$ cat config.mk
export PLATFORM = sky130hd
export DESIGN_NAME = sdi_serial_encoder
export DESIGN_NICKNAME = d
export VERILOG_FILES = /design/src/rtl/sdienc_pkg.sv /design/src/rtl/sdienc_trs_cond.sv /design/src/rtl/sdienc_serializer.sv /design/src/rtl/sdienc_scrambler.sv /design/src/rtl/sdi_serial_encoder.sv
export SDC_FILE = /design/constraint.sdc
export NUM_CORES = 1
export LEC_CHECK = 0
export ABC_CLOCK_PERIOD_IN_PS = 1400
export CELL_PAD_IN_SITES_DETAIL_PLACEMENT = 0
export CELL_PAD_IN_SITES_GLOBAL_PLACEMENT = 1
export CORE_MARGIN = 2
export CORE_UTILIZATION = 43
export DETAILED_ROUTE_END_ITERATION = 7
export GPL_ROUTABILITY_DRIVEN = 0
export PLACE_DENSITY_LB_ADDON = 0.1
export SYNTH_ARGS = -nofsm -noshare
export SYNTH_HDL_FRONTEND = slang
export SYNTH_HIERARCHICAL = 1
export SYNTH_SLANG_ARGS = --single-unit
$ cat constraint.sdc
create_clock -name clk -period 1.4 [get_ports clk]
set_input_delay 0.28 -clock clk [delete_from_list [all_inputs] [get_ports clk]]
set_output_delay 0.28 -clock clk [all_outputs]
set_load 0.05 [all_outputs]
$ cat src/rtl/sdienc_pkg.sv
package sdienc_pkg;

  localparam int unsigned VIDEO_W  = 10;
  localparam int unsigned SCR_LEN  = 9;
  localparam int unsigned SCR_TAP  = 4;

  typedef enum logic {
    OUT_CODED = 1'b0,
    OUT_RAW   = 1'b1
  } out_mode_e;

endpackage

$ cat src/rtl/sdienc_trs_cond.sv
module sdienc_trs_cond #(
  parameter int unsigned W = 10
) (
  input  logic [W-1:0] din,
  input  logic         bypass,
  output logic [W-1:0] dout
);
  localparam int unsigned UPPER_W = W - 2;

  logic [UPPER_W-1:0] upper;
  logic               upper_zero;
  logic               upper_ones;

  always_comb begin
    upper      = din[W-1:2];
    upper_zero = ~|upper;
    upper_ones = &upper;
    dout       = din;
    if (!bypass) begin
      if (upper_zero) begin
        dout[1:0] = 2'b00;
      end else if (upper_ones) begin
        dout[1:0] = 2'b11;
      end
    end
  end
endmodule

$ cat src/rtl/sdienc_serializer.sv
module sdienc_serializer #(
  parameter int unsigned W = 10
) (
  input  logic         clk,
  input  logic         rst_n,
  input  logic         step,
  input  logic [W-1:0] word_in,
  output logic         load_slot,
  output logic         cur_bit
);
  localparam int unsigned CW   = $clog2(W);
  localparam logic [CW-1:0] LAST = CW'(W - 1);

  logic [CW-1:0] pos_q, pos_d;
  logic [W-1:0]  hold_q, hold_d;

  always_comb begin
    load_slot = (pos_q == '0);
    cur_bit   = load_slot ? word_in[0] : hold_q[pos_q];
    pos_d     = pos_q;
    hold_d    = hold_q;
    if (step) begin
      if (load_slot) begin
        hold_d = word_in;
      end
      pos_d = (pos_q == LAST) ? '0 : pos_q + CW'(1);
    end
  end

  always_ff @(posedge clk or negedge rst_n) begin
    if (!rst_n) begin
      pos_q  <= '0;
      hold_q <= '0;
    end else begin
      pos_q  <= pos_d;
      hold_q <= hold_d;
    end
  end
endmodule

$ cat src/rtl/sdienc_scrambler.sv
module sdienc_scrambler #(
  parameter int unsigned LEN = 9,
  parameter int unsigned TAP = 4
) (
  input  logic clk,
  input  logic rst_n,
  input  logic step,
  input  logic din,
  output logic scr_bit,
  output logic nrzi_q,
  output logic nrzi_next
);
  logic [LEN-1:0] hist_q, hist_d;
  logic           nrzi_d;

  always_comb begin
    scr_bit   = din ^ hist_q[LEN-1] ^ hist_q[TAP-1];
    nrzi_next = nrzi_q ^ scr_bit;
    hist_d    = hist_q;
    nrzi_d    = nrzi_q;
    if (step) begin
      hist_d = {hist_q[LEN-2:0], scr_bit};
      nrzi_d = nrzi_next;
    end
  end

  always_ff @(posedge clk or negedge rst_n) begin
    if (!rst_n) begin
      hist_q <= '0;
      nrzi_q <= 1'b0;
    end else begin
      hist_q <= hist_d;
      nrzi_q <= nrzi_d;
    end
  end
endmodule

$ cat src/rtl/sdi_serial_encoder.sv
module sdi_serial_encoder
  import sdienc_pkg::*;
#(
  parameter int unsigned W   = VIDEO_W,
  parameter int unsigned LEN = SCR_LEN,
  parameter int unsigned TAP = SCR_TAP
) (
  input  logic         clk,
  input  logic         rst_n,
  input  logic         bit_en,
  input  logic [W-1:0] pword,
  input  logic         sync_off,
  input  logic         raw_sel,
  input  logic         lock_in,
  output logic         word_load,
  output logic         sdo,
  output logic         lock_out
);
  logic [1:0]   rst_pipe;
  logic         rst_sync_n;
  logic [W-1:0] cond_word;
  logic         load_slot;
  logic         cur_bit;
  logic         scr_bit;
  logic         nrzi_q;
  logic         nrzi_next;
  logic         sdo_q, sdo_d;
  logic         lock_q;
  out_mode_e    mode;

  always_ff @(posedge clk or negedge rst_n) begin
    if (!rst_n) begin
      rst_pipe <= 2'b00;
    end else begin
      rst_pipe <= {rst_pipe[0], 1'b1};
    end
  end
  assign rst_sync_n = rst_pipe[1];

  sdienc_trs_cond #(.W(W)) u_cond (
    .din    (pword),
    .bypass (sync_off),
    .dout   (cond_word)
  );

  sdienc_serializer #(.W(W)) u_ser (
    .clk       (clk),
    .rst_n     (rst_sync_n),
    .step      (bit_en),
    .word_in   (cond_word),
    .load_slot (load_slot),
    .cur_bit   (cur_bit)
  );

  sdienc_scrambler #(.LEN(LEN), .TAP(TAP)) u_scr (
    .clk       (clk),
    .rst_n     (rst_sync_n),
    .step      (bit_en),
    .din       (cur_bit),
    .scr_bit   (scr_bit),
    .nrzi_q    (nrzi_q),
    .nrzi_next (nrzi_next)
  );

  always_comb begin
    mode  = out_mode_e'(raw_sel);
    sdo_d = sdo_q;
    if (bit_en) begin
      sdo_d = (mode == OUT_RAW) ? cur_bit : nrzi_next;
    end
  end

  always_ff @(posedge clk or negedge rst_sync_n) begin
    if (!rst_sync_n) begin
      sdo_q  <= 1'b0;
      lock_q <= 1'b0;
    end else begin
      sdo_q  <= sdo_d;
      lock_q <= lock_in;
    end
  end

  assign word_load = bit_en & load_slot;
  assign sdo       = sdo_q & lock_in;
  assign lock_out  = lock_q;
endmodule

Word-level counts from Yosys, hierarchy flattened --
Cells that the tools add are included.
Word-level totals: output and inout port bits 3, input bits 16, register bits 28, word-level logic and storage cells 27
Cells by class: mux-type cells 8, bitwise gates (word level) 5, magnitude comparators 1, eq/ne operators 1, add/sub/neg operators 1, reduce and logical (&&, ||, !) cells 4
Operators by type and width (count):
- $reduce_and A8 Y1 | 1
- $reduce_or A8 Y1 | 1
- $mux W2 | 3
- $lt A4 B5 Y1 const B | 1
- $add A4 B1 Y4 const B | 1
- $bmux W1 S4 | 1
- $eq A4 B4 Y1 const B | 1
- $logic_not A4 Y1 | 1
- $mux W4 | 1
- $mux W1 | 3
- $xor A1 B1 Y1 | 3
- $and A1 B1 Y1 | 2
- $reduce_and A2 Y1 | 1

Logic depth before layout (Yosys ltp) --
depth after elaboration 9, mapped depth 10

Hierarchy --
The synthesis kept the hierarchy.
Modules (own cells, without submodules):
- sdienc_serializer | seq. area each 325.3 um^2, instances 1, area an instance 655.6 um^2, cells an instance 52
- sdienc_scrambler | seq. area each 250.2 um^2, instances 1, area an instance 409.1 um^2, cells an instance 25
- sdienc_trs_cond | seq. area each 0.0 um^2, instances 1, area an instance 137.6 um^2, cells an instance 17
- sdi_serial_encoder | seq. area each 100.1 um^2, instances 1, area an instance 135.1 um^2, cells an instance 10

Least setup slack after synthesis --
Ideal clock, no wire load.
kind flip-flop to flip-flop, from register u_ser.pos_q[0], to register sdo_q, data required time 1.277 ns, setup time 0.123 ns, stages on the path, launching flop included 9, slack -0.555 ns, clock period less this slack 1.955 ns, arrival 1.832 ns, path through dfrtp_1 > buf_2 > nor4b_1 > a311oi_1 > o211a_1 > xor3_2 > xor2_1 > mux2i_1 > a21oi_1
Between the ends: word-level cells in the longest chain between the ends 7
Ends and longest elaborated chain:
- start, declared | line sdienc_serializer.sv:14 | logic [CW-1:0] pos_q, pos_d;
- start signal, assigned | line sdienc_serializer.sv:35 | pos_q <= pos_d;
- $bmux W1 S4 | line sdienc_serializer.sv:19 | cur_bit = load_slot ? word_in[0] : hold_q[pos_q];
- $mux W1 (not written as such) | line sdienc_serializer.sv:19
- $mux W1 * | line sdienc_serializer.sv:19
- net cur_bit | line sdi_serial_encoder.sv:23 | logic cur_bit;
- $xor A1 B1 Y1 * (2 in a row) | line sdienc_scrambler.sv:17 | scr_bit = din ^ hist_q[LEN-1] ^ hist_q[TAP-1];
- net scr_bit | line sdi_serial_encoder.sv:24 | logic scr_bit;
- $xor A1 B1 Y1 * | line sdienc_scrambler.sv:18 | nrzi_next = nrzi_q ^ scr_bit;
- net nrzi_next | line sdi_serial_encoder.sv:26 | logic nrzi_next;
- $mux W1 * | line sdi_serial_encoder.sv:69 | sdo_d = (mode == OUT_RAW) ? cur_bit : nrzi_next;
- end signal, assigned | line sdi_serial_encoder.sv:78 | sdo_q <= sdo_d;
- end, declared | line sdi_serial_encoder.sv:27 | logic sdo_q, sdo_d;
Mark *: on every way through the listed nets, which the timed path passes. The rest lies on a longest branch. The select of a mux whose other input is x is not followed. A chain may end at the register's enable or synchronous reset.

Worst setup path after layout --
from register u_ser.pos_q[0], to output port word_load
Between the ends: word-level cells in the longest chain between the ends 2
Ends and longest elaborated chain:
- $logic_not A4 Y1 | line sdienc_serializer.sv:18 | load_slot = (pos_q == '0);
- net load_slot | line sdi_serial_encoder.sv:22 | logic load_slot;
- $and A1 B1 Y1 | line sdi_serial_encoder.sv:83 | assign word_load = bit_en & load_slot;
- end, declared | line sdi_serial_encoder.sv:15 | output logic word_load,
The timed path passes the listed nets, and every way through them passes these cells.

==> qor.yml <==
slew_viol_final: 0
required_ns: 1.12
multi_input_comb_area_um2: 619
die_area_mm2: 0.00357
rsz0062_at_grt: "yes"
worstPathArrival_ns: 1.67
insertion_delay_ns: 0.32
cts_inserted_buffers: 3
synth_seq_cells: 27
setup_tns_ns: -3.98
ant_nets: 0
dr.first_iter.drc_count: 2
syn_to_final_growth_pct: 30.5
slowest_stage: "dfrtp_2"
port_buffers: 18
hp-class: "in2async"
yosys-top-cells-area: "dfrtp_1 (51%), mux2_2 (14%), buf_4 (4.5%), mux2i_1 (3.0%), nor4_2 (1.9%)"
async_flop_share_pct: 100
wl_um: 2270
post_synth_num_cell_types: 37
nets: 153
yosysSeqAreaShare_pct: 50.5
post-synth-top-area-cell: "dfrtp_1"
grt_pass1_vias: 880
crit_type: "reg2out"
yosys_warnings: 6
htreeDepth: 1
dieHeight_um: 59.8
cts.path.max_buffers: 2
clkTransAtPathRegs_ns: 0.14
min_period_ns: 1.95
grt_max_degree: 26
synthFlopType: "dfrtp_1"
hpwl_um: 1640
start_util_pct: 44.5
fin_ws_ns: -0.546
fin_crit_sh_pct: 139
synth_common_cells: "dfrtp_1 (27), mux2_2 (17), buf_4 (8)"
hold_viol_final: 0
crit_family: "flip-flops"
remaining_drc_errors: 0
grt-ovfl-total: 0
drive_above_1_share_pct: 45.6
cts-root-buf: "clkbuf_4"
grt_antenna_before_repair: 0
worstSetupEndpointType: "output pin"
dr_total_vias: 878
synth_nets: 120
finalSetupViolCount: 13
worst_ir_drop_vdd_mv: 0.712
nFillCells: 268
crit_path_max_fanout: 8
worstSetupStartpointType: "register"
synth-edff-count: 0
max_cap_violations: 0
power_density_mw_per_mm2: 2070
fmax_ghz: 0.514
core_mm2: 0.00300
postPlaceCellArea_mm2: 0.00163
numClockSinks: 27
synth_area_mm2: 0.00134
final_cell_area_mm2: 0.00175
crit_buf_inv: 3
synth_top_area_share_pct: 50.5
cts_tree: "yes"
vias_per_cell: 5.20
die_w_um: 59.8
p_leak_nw: 0.802
power.total_mw: 3.62
pin_count: 19
grt_pass1_wl_um: 3950
rows: 20
track_usage_pct: 14.6
final_core_util_pct: 58.1
ff_latch_area_um2: 677
max_stage_delay_ns: 0.49
fin_skew_ns: 0.00309
synth_most_common_cell: "dfrtp_1"
netlist_instances: 104
holdWs_ns: 0.0961
firstDrtPassIters: 4
cp_cell_sequence: "buf_6 -> nor4_4 -> buf_4 -> and2_4 -> buf_12"
outcome: "complete, but fails checks"
diodes: 0
post_drt_wl_per_cell_um: 13.5
violations: "negative setup slack"
avgSynthCellArea_um2: 12.9
[layout by cell type (no fill, tap or decap), types with 2 or more instances in the layout]
master           instances
buf_12                   3
buf_4                   18
buf_6                    3
clkbuf_4                 3
clkdlybuf4s50_1          7
dfrtp_1                 26
dlygate4sd2_1            8
inv_1                    3
mux2_2                  16
mux2i_1                  4
nand2_1                  4
nand2_4                  2
nand3_1                  2
nor4_2                   2
o21ai_0                  2
o21bai_1                 2
xor2_1                   2
[what timing repair did]
action / CTS / global route
gates cloned: 0 / 1
hold buffers: 0 / 0
resized for setup: 17 / 3
pin swaps: 3 / 4
setup endpoints to repair: 13 / 13
setup buffers: 3 / 2
[final timing paths]
path,slack (ns),start,cells past startpoint,to
max in group asynchronous,0.91,rst_pipe[1]$_DFF_PN0_,1,u_ser/pos_q[0]$_DFFE_PN0P_
worst min register to register,0.23,rst_pipe[1]$_DFF_PN0_,1,u_ser/hold_q[4]$_DFFE_PN0P_
worst max register to register,-0.53,u_ser/pos_q[0]$_DFFE_PN0P_,8,sdo_q$_DFFE_PN0P_
worst max-delay path,-0.55,u_ser/pos_q[0]$_DFFE_PN0P_,5,word_load
worst min-delay path,0.1,rst_n,1,rst_pipe[0]$_DFF_PN0_
min in group clk,0.38,pword[4],2,u_ser/hold_q[4]$_DFFE_PN0P_
[final cells by class]
type	count	area share, %
Sequential cell	27	38.8
Multi-Input combinational cell	63	35.5
Timing Repair Buffer	39	21.1
Tap cell	33	2.37
Clock buffer	3	1.29
Inverter	3	0.645
Clock inverter	1	0.287
[state kept, by name, indices dropped and copies added (netlist names)]
signal,flops
u_scr/hist_q,9
rst_pipe,2
u_ser/pos_q,4
u_scr/nrzi_q,1
sdo_q,1
u_ser/hold_q,9
lock_out,1
[per-layer routing]
metal	vias up	part of all wire, %	global-route usage (%)
met5	-	0	0
met4	0	1.1	4.76
met3	2	5.1	4.76
met2	21	47	23.8
met1	428	46	18.2
li1	427	-	-
[kinds of logic (layout without fill, tap and decap cells)]
logic type	Yosys count	count (layout)	share of synthesized area, %
flops	27	27	50.5
simple gates	22	23	12.3
xor+xnor	5	5	4.49
mux	21	21	17.3
buf+inv	15	46	7.76
compound gates	13	13	7.30
other cells	1	1	0.280
[power by group]
part           leakage [nW]  total [mW]  internal (mW)  switching, mW
Sequential            0.323        1.42           1.14          0.279
Clock                0.0177       0.328          0.107          0.221
Combinational         0.462        1.87           1.18          0.696
Total                 0.802        3.62           2.42           1.20
[stage by stage]
step / worst slack (ns) / instances
6_report: -0.546 / 169
5_1_grt: -0.650 / 169
4_1_cts: -0.562 / 167
3_5_place_dp: -0.981 / 160
3_3_place_gp: -0.938 / 160
2_1_floorplan: -0.412 / 104
(Power assumes the default switching activity.)
